**src/rtl/wfc_pkg.sv**
```systemverilog
package wfc_pkg;
    localparam int FREQ_W = 32;
    localparam int OFS_W  = 16;
    localparam int FRAC_W = 15;
    localparam int N_W    = 8;
    localparam int TGT_W  = FREQ_W + 2;
    localparam int DVD_W  = TGT_W + FRAC_W + 1;
    localparam int DSR_W  = 32;
    localparam int RES_W  = N_W + FRAC_W;
    localparam int CTRL_W = 5;
    localparam logic [3:0] REG_ADDR = 4'b0000;

    typedef enum logic {LANE_RX = 1'b0, LANE_TX = 1'b1} lane_e;

    typedef struct packed {
        logic [N_W-1:0]    n;
        logic [FRAC_W-1:0] f;
    } divs_t;

    function automatic logic [CTRL_W-1:0] ctrl_bits(lane_e lane, logic bidir);
        return {3'b010, ~bidir, (lane == LANE_RX)};
    endfunction

    function automatic logic [31:0] pack_word(lane_e lane, logic bidir, divs_t d);
        return {ctrl_bits(lane, bidir), d.n, d.f, REG_ADDR};
    endfunction
endpackage

```
**src/rtl/wfc_target.sv**
```systemverilog
module wfc_target
    import wfc_pkg::*;
#(
    parameter int unsigned PFD_HZ = 3686400,
    parameter int unsigned IF_HZ  = 100000
) (
    input  logic [FREQ_W-1:0]           rx_freq,
    input  logic [FREQ_W-1:0]           tx_freq,
    input  logic [OFS_W-1:0]            afc,
    input  logic                        div2,
    output logic [1:0][DVD_W-1:0]       dvd,
    output logic [DSR_W-1:0]            dsr
);
    localparam logic [DSR_W-1:0] DSR_FULL = DSR_W'(PFD_HZ);
    localparam logic [DSR_W-1:0] DSR_HALF = DSR_W'(PFD_HZ / 2);
    localparam logic [TGT_W-1:0] IF_T     = TGT_W'(IF_HZ);

    logic [TGT_W-1:0] afc_adj;
    logic [1:0][TGT_W-1:0] tgt;

    always_comb begin
        dsr     = div2 ? DSR_FULL : DSR_HALF;
        afc_adj = div2 ? TGT_W'({afc, 1'b0}) : TGT_W'(afc);
        tgt[LANE_RX] = TGT_W'(rx_freq) - IF_T + afc_adj;
        tgt[LANE_TX] = TGT_W'(tx_freq);
    end

    // Scaled target plus half divisor: one division yields N and rounded F
    for (genvar gi = 0; gi < 2; gi++) begin : g_scale
        assign dvd[gi] = DVD_W'({tgt[gi], {FRAC_W{1'b0}}}) + DVD_W'(dsr >> 1);
    end
endmodule

```
**src/rtl/wfc_divider.sv**
```systemverilog
module wfc_divider #(
    parameter int DVD_W = 50,
    parameter int DSR_W = 32,
    parameter int OUT_W = 23
) (
    input  logic             clk,
    input  logic             rst,
    input  logic             load,
    input  logic [DVD_W-1:0] dvd,
    input  logic [DSR_W-1:0] dsr,
    output logic             busy,
    output logic             done,
    output logic [OUT_W-1:0] quot
);
    localparam int CNT_W = $clog2(DVD_W);
    localparam logic [CNT_W-1:0] LAST = CNT_W'(DVD_W - 1);

    logic [DVD_W-1:0] q;
    logic [DSR_W-1:0] rem;
    logic [DSR_W-1:0] dsr_q;
    logic [CNT_W-1:0] cnt;
    logic [DSR_W:0]   rem_sh;
    logic             ge;

    always_comb begin
        rem_sh = {rem, q[DVD_W-1]};
        ge     = rem_sh >= {1'b0, dsr_q};
    end

    always_ff @(posedge clk) begin
        if (rst) begin
            q     <= '0;
            rem   <= '0;
            dsr_q <= '0;
            cnt   <= '0;
            busy  <= 1'b0;
            done  <= 1'b0;
        end else begin
            done <= 1'b0;
            if (load && !busy) begin
                q     <= dvd;
                rem   <= '0;
                dsr_q <= dsr;
                cnt   <= '0;
                busy  <= 1'b1;
            end else if (busy) begin
                q   <= {q[DVD_W-2:0], ge};
                rem <= ge ? DSR_W'(rem_sh - {1'b0, dsr_q}) : rem_sh[DSR_W-1:0];
                cnt <= cnt + 1'b1;
                if (cnt == LAST) begin
                    busy <= 1'b0;
                    done <= 1'b1;
                end
            end
        end
    end

    assign quot = q[OUT_W-1:0];
endmodule

```
**src/rtl/synth_word_calc.sv**
```systemverilog
module synth_word_calc
    import wfc_pkg::*;
#(
    parameter int unsigned PFD_HZ = 3686400,
    parameter int unsigned IF_HZ  = 100000
) (
    input  logic              clk,
    input  logic              rst,
    input  logic              start,
    input  logic [31:0]       rx_freq_hz,
    input  logic [31:0]       tx_freq_hz,
    input  logic [15:0]       afc_ofs_hz,
    input  logic              div2,
    input  logic              bidir_data,
    output logic              busy,
    output logic              done,
    output logic [31:0]       rx_word,
    output logic [31:0]       tx_word
);
    logic [1:0][DVD_W-1:0] dvd;
    logic [DSR_W-1:0]      dsr;
    logic [1:0]            lane_busy;
    logic [1:0]            lane_done;
    logic [1:0][RES_W-1:0] quot;
    logic                  accept;
    logic                  bidir_q;

    wfc_target #(.PFD_HZ(PFD_HZ), .IF_HZ(IF_HZ)) u_target (
        .rx_freq (rx_freq_hz),
        .tx_freq (tx_freq_hz),
        .afc     (afc_ofs_hz),
        .div2    (div2),
        .dvd     (dvd),
        .dsr     (dsr)
    );

    for (genvar gi = 0; gi < 2; gi++) begin : g_lane
        wfc_divider #(.DVD_W(DVD_W), .DSR_W(DSR_W), .OUT_W(RES_W)) u_div (
            .clk  (clk),
            .rst  (rst),
            .load (accept),
            .dvd  (dvd[gi]),
            .dsr  (dsr),
            .busy (lane_busy[gi]),
            .done (lane_done[gi]),
            .quot (quot[gi])
        );
    end

    assign busy   = (|lane_busy) | (|lane_done);
    assign accept = start && !busy;

    always_ff @(posedge clk) begin
        if (rst) begin
            bidir_q <= 1'b0;
            done    <= 1'b0;
            rx_word <= '0;
            tx_word <= '0;
        end else begin
            done <= &lane_done;
            if (accept) bidir_q <= bidir_data;
            if (&lane_done) begin
                rx_word <= pack_word(LANE_RX, bidir_q, divs_t'(quot[LANE_RX]));
                tx_word <= pack_word(LANE_TX, bidir_q, divs_t'(quot[LANE_TX]));
            end
        end
    end
endmodule

```
**config.mk**
```make
export PLATFORM = sky130hd
export DESIGN_NAME = synth_word_calc
export DESIGN_NICKNAME = d
export VERILOG_FILES = /design/src/rtl/wfc_pkg.sv /design/src/rtl/wfc_target.sv /design/src/rtl/wfc_divider.sv /design/src/rtl/synth_word_calc.sv
export SDC_FILE = /design/constraint.sdc
export NUM_CORES = 1
export LEC_CHECK = 0
export BUFFER_PORTS_ARGS = -buffer_cell sky130_fd_sc_hd__buf_2
export CAP_MARGIN = 20
export CELL_PAD_IN_SITES_DETAIL_PLACEMENT = 1
export CELL_PAD_IN_SITES_GLOBAL_PLACEMENT = 2
export CORE_ASPECT_RATIO = 2
export CORE_UTILIZATION = 38
export CTS_CLUSTER_DIAMETER = 80
export CTS_CLUSTER_SIZE = 30
export DETAILED_ROUTE_END_ITERATION = 7
export HOLD_SLACK_MARGIN = 0.05
export PLACE_DENSITY_LB_ADDON = 0.2
export SYNTH_ARGS = -nofsm -noshare
export SYNTH_HDL_FRONTEND = slang
export SYNTH_SLANG_ARGS = --single-unit
```
**constraint.sdc**
```tcl
create_clock -name clk -period 10.95 [get_ports clk]
set_input_delay 2.19 -clock clk [delete_from_list [all_inputs] [get_ports clk]]
set_output_delay 2.19 -clock clk [all_outputs]
set_load 0.03 [all_outputs]
```
==> impl_metrics.toml <==
[status]
outcome = "finished clean"

[power]
seq_power_share_pct = 45.1
power_switching_w = 0.000740
powerDensity_nw_per_um2 = 140
cell_internal_pwr_w = 0.00139
combPwrFrac_pct = 30.2
switching_share_pct = 34.8
p_leak_nw = 5.83
total_power_w = 0.00213
ir_drop_mv = 0.0966
power_frac_clock_pct = 24.8

[synthesis]
yosysWarnings = 0
ys_seq_area_share_pct = 34.0
synth_fa_ha_area_share_pct = 4.03
synth_simple_gate_area_share_pct = 23.8
synthDistinctLibCells = 78
synth-edff-count = 0
synth_compound_area_share_pct = 19.8
async_reset_ff_share_pct = 0
synth_area_um2 = 13900
syn_inst = 1734
synth_seq_cells = 236
yosys_most_used_dff = "dfxtp_1"
syn_area_per_cell_um2 = 8.02
synth_xor_area_share_pct = 7.62
synthMuxAreaShare_pct = 5.97
synth_top_family_by_area = "simple AND/OR/NAND/NOR gates"

[route]
drt-pass1-iter-count = 4
via_per_inst = 5.65
postRouteAntennaNets = 0
vias = 12700
drt_first_iter_violations = 399
drc = 0
avgRoutedWirePerCell_um = 18.4
routed_wl_um = 41200

[global_route]
grtUsageTotal_pct = 22.4
grt_pass1_vias = 13300
grt_start_max_net_pins = 92
overflow = 0
antenna_found_initial = 1
grt_pass1_wl_um = 67300

[clocking]
cts_setup_buffers = 0
post_cts_resized = 0
cts_tree = "yes"
clk_latency_ns = 0.50
cts_sinks = 236
clkSlewWorstSetupHoldPaths_ns = 0.12
numCtsBuffers = 12
cts_buffer_depth = 3
cts_hold_buffers = 0
htreeDepth = 1
root_buffer = "clkbuf_16"

[timing]
fin_skew_ns = 0.0298
clock.fmax_mhz = 152
slew_headroom_pct = 30.7
fin_crit_sh_pct = 60.1
hold_viol = 0
layout_setup_ws_ns = 4.37
period_minus_slack_ns = 6.58
worstMarginPinSlew_ns = 1.04
setup_viol = 0
slew_viol_final = 0
rsz0062_at_grt = "no"
whs_ns = 0.458
tns_ns = 0

[setup_path]
slowest_delay_ns = 0.67
slowest_stage = "or4b_1"
arrival_ns = 7.00
end_kind = "flop"
cp_max_fo = 7
required_ns = 11.37
critical_path.cell_chain = "buf_2 -> inv_1 -> ha_1 -> nor2b_1 -> nand2_1 -> nand2_1 -> xor2_1 -> ha_1 -> and3_1 -> and3_1 -> or3_1 -> o21ai_0 -> nand4_1 -> or4b_1 -> nor4b_4 -> xnor2_1 -> a211oi_2"
path_class = "in2reg"
start_kind = "input port"

[die]
io_pins = 151
start_util_pct = 38.7
die_area_um2 = 37400
die_w_um = 137
core-area_um2 = 35900
dieHeight_um = 273
fp-row-count = 98

[cells_and_area]
finish.utilization_pct = 42.2
multi_input_area_um2 = 8580
final.fill_count = 4426
drive_gt1_share_pct = 11.8
final_cell_mix = "nor2_1, dfxtp_1, nand2_1"
fin_nets = 1915
final_common_cell = "nor2_1"
regArea_um2 = 4730
area_growth_pct = 8.93

[place]
place_ws_ns = 3.82
post-dp-hpwl_um = 30900
place_congestion = 0.849
io_buffers = 137

[worst_hold_path]
hold_path_class = "reg2reg"

[flow_run]
cap_violations = 0
==> per-stage QoR <==
step / cells / area, um^2
after floorplan: 1746 / 14000
after global placement: 2222 / 14800
after detailed placement: 2222 / 14800
after CTS: 2241 / 15100
after global routing: 2243 / 15100
final: 2243 / 15100
==> worst paths after layout <==
check,start,endpoint,slack (ns),depth (start not counted)
setup / recovery,rx_freq_hz[5],g_lane[0].u_div.q[41],4.37,17
hold / removal,rx_word[18],rx_word[18],0.46,2
setup reg to reg,g_lane[0].u_div.dsr_q[14],g_lane[0].u_div.rem[26],7.43,13
hold reg to reg,rx_word[18],rx_word[18],0.46,2
==> area by class of cell <==
class / instances / area share [%]
inverters: 34 / 0.842
flip-flops and latches: 236 / 31.2
repair buffers: 148 / 5.07
diodes: 1 / 0.0165
clock buffers: 16 / 2.22
well taps: 450 / 3.72
clock inverters: 3 / 0.256
multi-input cells: 1355 / 56.6
==> cells by family (layout without fill, tap and decap cells) <==
kind of cell               count (synthesis)  in the layout
other                                      1             14
xor gates and xnor gates                 121            121
DFF                                      236            236
and+or+nand+nor                          685            685
muxes                                     81             81
AOI/OAI and AO/OA                        412            412
adders and majority gates                 43             43
buffers and inverters                    155            201
==> registers in the layout, summed over array words and instances (netlist names) <==
register	count
g_lane.u_div.q	100
g_lane.u_div.busy	2
rx_word	24
done	1
g_lane.u_div.cnt	12
g_lane.u_div.dsr_q	6
bidir_q	1
tx_word	24
g_lane.u_div.rem	64
g_lane.u_div.done	2
==> routing by layer <==
layer | wire [um] | vias to the layer above | global-route usage, %
li1 | - | 6269 | -
met2 | 23200 | 173 | 44.7
met4 | 1410 | 0 | 8.62
met1 | 16000 | 6152 | 23.6
met3 | 654 | 73 | 1.06
met5 | 0 | - | 0
==> synthesized netlist by cell type (20+ instances only) <==
master,instances,area share (%)
nor4_1,21,0.94
nor3_1,30,1.1
nand2_1,183,4.9
nand3_1,30,1.1
a211oi_1,85,4.6
nor2_1,235,6.3
xnor2_1,61,3.8
nand4_1,21,0.94
and3_1,43,1.9
nor2b_1,20,0.90
dfxtp_1,236,34
ha_1,40,3.6
mux2i_1,65,4.7
xor2_1,60,3.8
clkbuf_1,81,2.2
o21ai_0,43,1.5
a21oi_1,138,5.0
inv_1,34,0.92
==> critical path, delay by kind of cell <==
| kind | cells | cell delay, ns |
|---|---|---|
| AND/OR/NAND/NOR | 9 | 3.26 |
| adder cells (fa/ha/maj) | 2 | 0.64 |
| AO/OA/AOI/OAI | 2 | 0.48 |
| XOR/XNOR | 2 | 0.28 |
| buffers and inverters | 2 | 0.13 |
==> power groups by stage <==
stage | Sequential (W) | Combinational, W | Clock (W)
floorplan | 0.000950 | 0.000499 | 0
global placement | 0.000976 | 0.000632 | 0
detailed placement | 0.000978 | 0.000643 | 0
CTS | 0.000959 | 0.000648 | 0.000551
global route | 0.000967 | 0.000716 | 0.000578
finish | 0.000958 | 0.000641 | 0.000526
Power figures use the tool's default switching activity.
